File: config.mk
export PLATFORM = sky130hd
export DESIGN_NAME = cam_capture
export DESIGN_NICKNAME = d
export VERILOG_FILES = /design/src/rtl/cam_pkg.sv /design/src/rtl/cam_sync.sv /design/src/rtl/cam_framer.sv /design/src/rtl/cam_fifo.sv /design/src/rtl/cam_capture.sv
export SDC_FILE = /design/constraint.sdc
export NUM_CORES = 1
export LEC_CHECK = 0
export BUFFER_PORTS_ARGS = -buffer_cell sky130_fd_sc_hd__buf_2
export CAP_MARGIN = 20
export CELL_PAD_IN_SITES_DETAIL_PLACEMENT = 1
export CELL_PAD_IN_SITES_GLOBAL_PLACEMENT = 2
export CORE_ASPECT_RATIO = 0.9
export CORE_UTILIZATION = 54
export CTS_BUF_LIST = sky130_fd_sc_hd__clkbuf_4
export DETAILED_ROUTE_END_ITERATION = 8
export PLACE_DENSITY_LB_ADDON = 0.25
export SYNTH_ARGS = -nofsm -noshare
export SYNTH_HDL_FRONTEND = slang
export SYNTH_SLANG_ARGS = --single-unit
File: constraint.sdc
create_clock -name clk -period 5.7 [get_ports clk]
set_input_delay 1.14 -clock clk [delete_from_list [all_inputs] [get_ports clk]]
set_output_delay 1.14 -clock clk [all_outputs]
set_load 0.01 [all_outputs]
File: src/rtl/cam_pkg.sv
package cam_pkg;
  // Settings that are captured at a frame-sync event
  typedef struct packed {
    logic gated;
    logic ls_low;
    logic pclk_fall;
  } cam_cfg_t;
endpackage

File: src/rtl/cam_sync.sv
module cam_sync #(
  parameter int DW     = 20,
  parameter int STAGES = 2
) (
  input  logic          clk,
  input  logic          rst,
  input  logic [DW-1:0] din,
  input  logic          fs_in,
  input  logic          ls_in,
  input  logic          pclk_in,
  input  logic          fs_fall,
  input  logic          pclk_fall,
  output logic [DW-1:0] dout,
  output logic          ls_out,
  output logic          pix_evt,
  output logic          fs_evt
);
  localparam int W = DW + 3;

  logic [W-1:0] chain [STAGES];
  logic [W-1:0] tail;
  logic         pclk_d, fs_d;

  generate
    for (genvar g = 0; g < STAGES; g++) begin : g_stage
      if (g == 0) begin : g_first
        always_ff @(posedge clk) begin
          if (rst) chain[0] <= '0;
          else     chain[0] <= {din, fs_in, ls_in, pclk_in};
        end
      end else begin : g_next
        always_ff @(posedge clk) begin
          if (rst) chain[g] <= '0;
          else     chain[g] <= chain[g-1];
        end
      end
    end
  endgenerate

  assign tail = chain[STAGES-1];

  always_ff @(posedge clk) begin
    if (rst) begin
      pclk_d <= 1'b0;
      fs_d   <= 1'b0;
    end else begin
      pclk_d <= tail[0];
      fs_d   <= tail[2];
    end
  end

  assign dout    = tail[W-1:3];
  assign ls_out  = tail[1];
  assign pix_evt = pclk_fall ? (pclk_d & ~tail[0]) : (~pclk_d & tail[0]);
  assign fs_evt  = fs_fall   ? (fs_d & ~tail[2])   : (~fs_d & tail[2]);
endmodule

File: src/rtl/cam_framer.sv
module cam_framer
  import cam_pkg::*;
#(
  parameter int DW = 20
) (
  input  logic          clk,
  input  logic          rst,
  input  cam_cfg_t      cfg_in,
  input  logic          pix_evt,
  input  logic          fs_evt,
  input  logic          ls_s,
  input  logic [DW-1:0] data_s,
  output cam_cfg_t      act,
  output logic          push,
  output logic [DW-1:0] push_data,
  output logic          push_sof,
  output logic          push_eol
);
  logic          armed, sof_pend, line_prev;
  logic          stg_v, stg_sof;
  logic [DW-1:0] stg_d;
  logic          line_act, line_end;

  assign line_act = ls_s ^ act.ls_low;
  assign line_end = line_prev & ~line_act;

  always_ff @(posedge clk) begin
    if (rst) begin
      act       <= cfg_in;
      armed     <= 1'b0;
      sof_pend  <= 1'b0;
      line_prev <= 1'b0;
      stg_v     <= 1'b0;
      stg_sof   <= 1'b0;
      stg_d     <= '0;
      push      <= 1'b0;
      push_data <= '0;
      push_sof  <= 1'b0;
      push_eol  <= 1'b0;
    end else begin
      push      <= 1'b0;
      line_prev <= line_act;
      if (fs_evt) begin
        act      <= cfg_in;
        armed    <= 1'b1;
        sof_pend <= 1'b1;
        if (stg_v) begin
          push      <= 1'b1;
          push_data <= stg_d;
          push_sof  <= stg_sof;
          push_eol  <= 1'b1;
          stg_v     <= 1'b0;
        end
      end else if (armed) begin
        if (act.gated) begin
          if (pix_evt && line_act) begin
            if (stg_v) begin
              push      <= 1'b1;
              push_data <= stg_d;
              push_sof  <= stg_sof;
              push_eol  <= 1'b0;
            end
            stg_v    <= 1'b1;
            stg_d    <= data_s;
            stg_sof  <= sof_pend;
            sof_pend <= 1'b0;
          end else if (line_end && stg_v) begin
            push      <= 1'b1;
            push_data <= stg_d;
            push_sof  <= stg_sof;
            push_eol  <= 1'b1;
            stg_v     <= 1'b0;
          end
        end else if (pix_evt) begin
          push      <= 1'b1;
          push_data <= data_s;
          push_sof  <= sof_pend;
          push_eol  <= 1'b0;
          sof_pend  <= 1'b0;
        end
      end
    end
  end
endmodule

File: src/rtl/cam_fifo.sv
module cam_fifo #(
  parameter int W     = 22,
  parameter int DEPTH = 16
) (
  input  logic                       clk,
  input  logic                       rst,
  input  logic                       wr_en,
  input  logic [W-1:0]               wr_data,
  output logic                       full,
  output logic                       rd_valid,
  input  logic                       rd_ready,
  output logic [W-1:0]               rd_data,
  output logic [$clog2(DEPTH+1)-1:0] count
);
  localparam int AW = (DEPTH > 1) ? $clog2(DEPTH) : 1;
  localparam int CW = $clog2(DEPTH + 1);

  logic [W-1:0]  mem [DEPTH];
  logic [AW-1:0] wp, rp;
  logic          do_wr, do_rd;

  assign full     = (count == CW'(DEPTH));
  assign rd_valid = (count != '0);
  assign do_wr    = wr_en && !full;
  assign do_rd    = rd_valid && rd_ready;
  assign rd_data  = mem[rp];

  always_ff @(posedge clk) begin
    if (do_wr) mem[wp] <= wr_data;
  end

  always_ff @(posedge clk) begin
    if (rst) begin
      wp    <= '0;
      rp    <= '0;
      count <= '0;
    end else begin
      if (do_wr) wp <= (wp == AW'(DEPTH-1)) ? '0 : wp + 1'b1;
      if (do_rd) rp <= (rp == AW'(DEPTH-1)) ? '0 : rp + 1'b1;
      count <= count + CW'(do_wr) - CW'(do_rd);
    end
  end
endmodule

File: src/rtl/cam_capture.sv
module cam_capture
  import cam_pkg::*;
#(
  parameter int DW     = 20,
  parameter int DEPTH  = 16,
  parameter int STAGES = 2
) (
  input  logic          clk,
  input  logic          rst,
  input  logic [DW-1:0] sen_data,
  input  logic          sen_fsync,
  input  logic          sen_lsync,
  input  logic          sen_pclk,
  input  logic          cfg_gated,
  input  logic          cfg_fs_fall,
  input  logic          cfg_ls_low,
  input  logic          cfg_pclk_fall,
  output logic          out_valid,
  input  logic          out_ready,
  output logic [DW-1:0] out_data,
  output logic          out_sof,
  output logic          out_eol,
  output logic          ovf_flag,
  input  logic          ovf_clr
);
  localparam int W  = DW + 2;
  localparam int CW = $clog2(DEPTH + 1);

  cam_cfg_t      cfg_req, act_cfg;
  logic [DW-1:0] data_s, push_data;
  logic          ls_s, pix_evt, fs_evt;
  logic          smp_push, push_sof, push_eol;
  logic          fifo_full;
  logic [W-1:0]  head;
  logic [CW-1:0] fifo_cnt;
  logic          act_gated;

  assign cfg_req   = '{gated: cfg_gated, ls_low: cfg_ls_low, pclk_fall: cfg_pclk_fall};
  assign act_gated = act_cfg.gated;

  cam_sync #(.DW(DW), .STAGES(STAGES)) i_sync (
    .clk(clk), .rst(rst), .din(sen_data), .fs_in(sen_fsync), .ls_in(sen_lsync),
    .pclk_in(sen_pclk), .fs_fall(cfg_fs_fall), .pclk_fall(act_cfg.pclk_fall),
    .dout(data_s), .ls_out(ls_s), .pix_evt(pix_evt), .fs_evt(fs_evt)
  );

  cam_framer #(.DW(DW)) i_framer (
    .clk(clk), .rst(rst), .cfg_in(cfg_req), .pix_evt(pix_evt), .fs_evt(fs_evt),
    .ls_s(ls_s), .data_s(data_s), .act(act_cfg), .push(smp_push),
    .push_data(push_data), .push_sof(push_sof), .push_eol(push_eol)
  );

  cam_fifo #(.W(W), .DEPTH(DEPTH)) i_fifo (
    .clk(clk), .rst(rst), .wr_en(smp_push), .wr_data({push_sof, push_eol, push_data}),
    .full(fifo_full), .rd_valid(out_valid), .rd_ready(out_ready), .rd_data(head),
    .count(fifo_cnt)
  );

  assign out_sof  = head[W-1];
  assign out_eol  = head[W-2];
  assign out_data = head[DW-1:0];

  // A discard in the same cycle as a clear keeps the flag set
  always_ff @(posedge clk) begin
    if (rst)                        ovf_flag <= 1'b0;
    else if (smp_push && fifo_full) ovf_flag <= 1'b1;
    else if (ovf_clr)               ovf_flag <= 1'b0;
  end
endmodule

==> flow_metrics.tcl <==
set metrics [dict create \
    syn_area_per_cell_um2 19.1 \
    gp_congestion 0.743 \
    wire_per_inst_um 24.1 \
    peakVddDrop_v 0.000167 \
    syn_inst 936 \
    grt_pass1_vias 10006 \
    synth_area_leaders "edfxtp_1 60%, mux4_2 14%, dfxtp_1 13%, nor2b_1 1.9%, mux2_2 1.3%" \
    rsz0062_at_grt "no" \
    hold_viol_final 0 \
    dr.pass1.iters 4 \
    final_nets 1123 \
    synth.top_cell.area_share_pct 59.8 \
    worstSetupPathType "flip-flop to output port" \
    synth_mux_area_share_pct 16.5 \
    grt_start_max_net_pins 85 \
    viasPerCell 5.76 \
    path_clk_slew_ns 0.07 \
    drive_above_1_share_pct 35.1 \
    track_usage_pct 23.9 \
    period_share_pct 78.7 \
    cts_tree "done" \
    postCtsSetupBuffers 0 \
    drt_iter0_markers 681 \
    drc_errors 0 \
    relSlewSlack_pct 25.0 \
    synth_edf_count 355 \
    r2r_setup_slack_ns 2.50 \
    drv_slew 0 \
    ff2ff_path_depth 7 \
    ios 55 \
    hold_buffers 0 \
    die_h_um 174 \
    drtAntennaViolNets 0 \
    yosys.area.top_type "edfxtp_1" \
    grt_pass1_wl_um 58900 \
    clock_latency_ns 0.76 \
    fin_skew_ns 0.0486 \
    startpoint_type "flip-flop" \
    period_minus_slack_ns 4.49 \
    portBuffers 54 \
    htreeDepth 3 \
    root_buffer "clkbuf_4" \
    p_per_area_mw_per_mm2 359 \
    area_growth_pct 12.9 \
    dieArea_mm2 0.0338 \
    whs_path_depth 1 \
    dp_hpwl_um 21700 \
    synthArstFlopShare_pct 0 \
    synth_top_flop_cell "edfxtp_1" \
    synth_xor_area_share_pct 0.344 \
    drt_wl_total_um 38400 \
    status "complete, no violations" \
    p_leak_nw 7.18 \
    crit_arrival_ns 3.35 \
    fin_tns_setup_ns 0 \
    worstHoldEndpoint "i_sync.chain[1][0]" \
    synth_nets 979 \
    synth_warnings 0 \
    synth_top_family_by_area "multiplexers" \
    finalSetupViolCount 0 \
    maxCapViolations 0 \
    clk_path_buf_depth 3 \
    synth_compound_area_share_pct 3.29 \
    grt_remaining_overflow 0 \
    ys_seq_area_share_pct 72.6 \
    post_layout_nonfiller_instances 1596 \
    tightest_slew_ns 1.12 \
    worstSetupEndpointType "output port" \
    critPathMaxFanout 38 \
    antenna_found_initial 1 \
    hold_class "flip-flop to flip-flop" \
    synthAdderAreaFrac_pct 0.884 \
    cp.required_ns 4.56 \
    worstHoldStart "i_sync.chain[0][0]" \
    rr_startpoint "i_fifo.count[2]" \
    post_cts_resized 0 \
    rr_endpoint "i_fifo.mem[5][21]" \
    cts_made_buffers 115 \
    core_mm2 0.0322 \
    rows 62 \
    fmax_mhz 223 \
    ys_types 40 \
    syn_area_mm2 0.0178 \
    die_w_um 194 \
    start_util_pct 55.4 \
    hold_ws_ns 0.434 \
    ys_seq_elements 469 \
    via_count 9196 \
    yosys.area_share.simple_pct 4.68 \
    dp_cells 1377 \
    cts.sinks 469 \
]
[worst max-delay path by stage]
stage	from	end	slack [ns]	cells after the start
after floorplan	i_fifo.count[2]	i_fifo.mem[3][0]	2.48	7
after global placement	flip-flop	out_data[19]	1.93	4
after detailed placement	flip-flop	out_data[19]	1.90	4
after CTS	flip-flop	out_data[19]	1.08	4
after global routing	flip-flop	out_data[19]	0.96	4
final	flip-flop	out_data[19]	1.21	4
[cells in the final DEF, fill, tap and decap left out, types with 3 or more instances in the layout]
| cell | count |
|---|---|
| a21oi_1 | 13 |
| nor2_2 | 12 |
| mux4_2 | 110 |
| dfxtp_1 | 110 |
| inv_1 | 10 |
| a22o_1 | 21 |
| clkinv_1 | 39 |
| buf_4 | 24 |
| mux2i_1 | 23 |
| clkbuf_4 | 168 |
| edfxtp_1 | 355 |
| nand2b_1 | 3 |
| o21ai_0 | 4 |
| inv_2 | 3 |
| xnor2_1 | 4 |
| nor3_2 | 4 |
| nor2_1 | 37 |
| nand3_1 | 3 |
| ha_1 | 11 |
| nor2b_1 | 54 |
| a221o_1 | 21 |
| nand2_1 | 14 |
| mux2_2 | 21 |
| xor2_1 | 3 |
| buf_2 | 54 |
| a21o_1 | 4 |
| clkinv_2 | 3 |
| and2_1 | 21 |
[where the power goes]
part / total (mW) / internal (mW) / leakage, nW / switching, mW
sequential: 3.79 / 3.68 / 4.39 / 0.106
clock: 2.65 / 1.36 / 0.867 / 1.29
combinational: 0.784 / 0.439 / 1.92 / 0.345
total: 7.22 / 5.48 / 7.18 / 1.74
[critical path, stage by stage (launching register included)]
cell	delay [ns]
dfxtp_4	0.84
buf_4	0.46
mux4_2	0.55
mux4_2	0.51
buf_2	0.16
[per-stage QoR]
step	worst slack [ns]	utilization [%]	power [mW]	cell area [um2]
final	1.21	62.5	7.22	20100
after global routing	0.962	62.5	7.56	20100
after CTS	1.08	62.4	7.33	20100
after detailed placement	1.90	57.9	4.66	18600
after global placement	1.93	57.9	4.64	18600
after floorplan	2.48	-	4.46	17800
[per-layer routing]
layer / wire [um] / GRT usage (%) / vias to the layer above / share of wire [%]
met5: 0 / 0 / - / 0
met4: 787 / 8.60 / 0 / 2.0
met3: 2190 / 5.18 / 59 / 5.7
met2: 19600 / 40.4 / 311 / 51
met1: 15800 / 30.6 / 4735 / 41
li1: - / - / 4091 / -
[flip-flops by register name (all words and copies together) (netlist names), named ones only]
register            cells
i_sync.fs_d             1
i_sync.chain           46
i_framer.line_prev      1
i_framer.stg_d         20
i_framer.sof_pend       1
i_framer.act            3
i_sync.pclk_d           1
i_fifo.count            5
i_fifo.mem            352
i_framer.push_sof       1
i_framer.push           1
i_fifo.wp               4
i_framer.push_data     20
i_framer.push_eol       1
i_framer.stg_sof        1
i_framer.stg_v          1
ovf_flag                1
i_framer.armed          1
i_fifo.rp               4
[cells in the mapped netlist (all sizes together), types with 5 or more instances]
cell type  count
a22o          21
clkbuf        27
ha            11
mux4         110
and2          21
edfxtp       355
nor2b         54
nand2         14
buf           27
mux2i         23
inv           10
nor2          49
dfxtp        114
a221o         21
a21oi         14
mux2          21
nor3           5
[layout make-up]
type | instances | area, um2
multi-input combinational | 403 | 4640
clock inverter | 48 | 198
tap | 416 | 520
timing repair buffer | 81 | 518
fill | 2817 | 12100
inverter | 10 | 37.5
antenna | 1 | 2.50
clock buffer | 168 | 1260
sequential | 469 | 13000
[logic make-up (layout without fill, tap and decap cells)]
logic type,Yosys count,after routing
flops,469,469
simple gates,157,157
mux,154,154
compound gates,73,73
buf+inv,64,307
fa+ha+maj,12,12
xor+xnor,7,7
other cells,0,1
No activity file was read; power rests on OpenSTA's default activity.
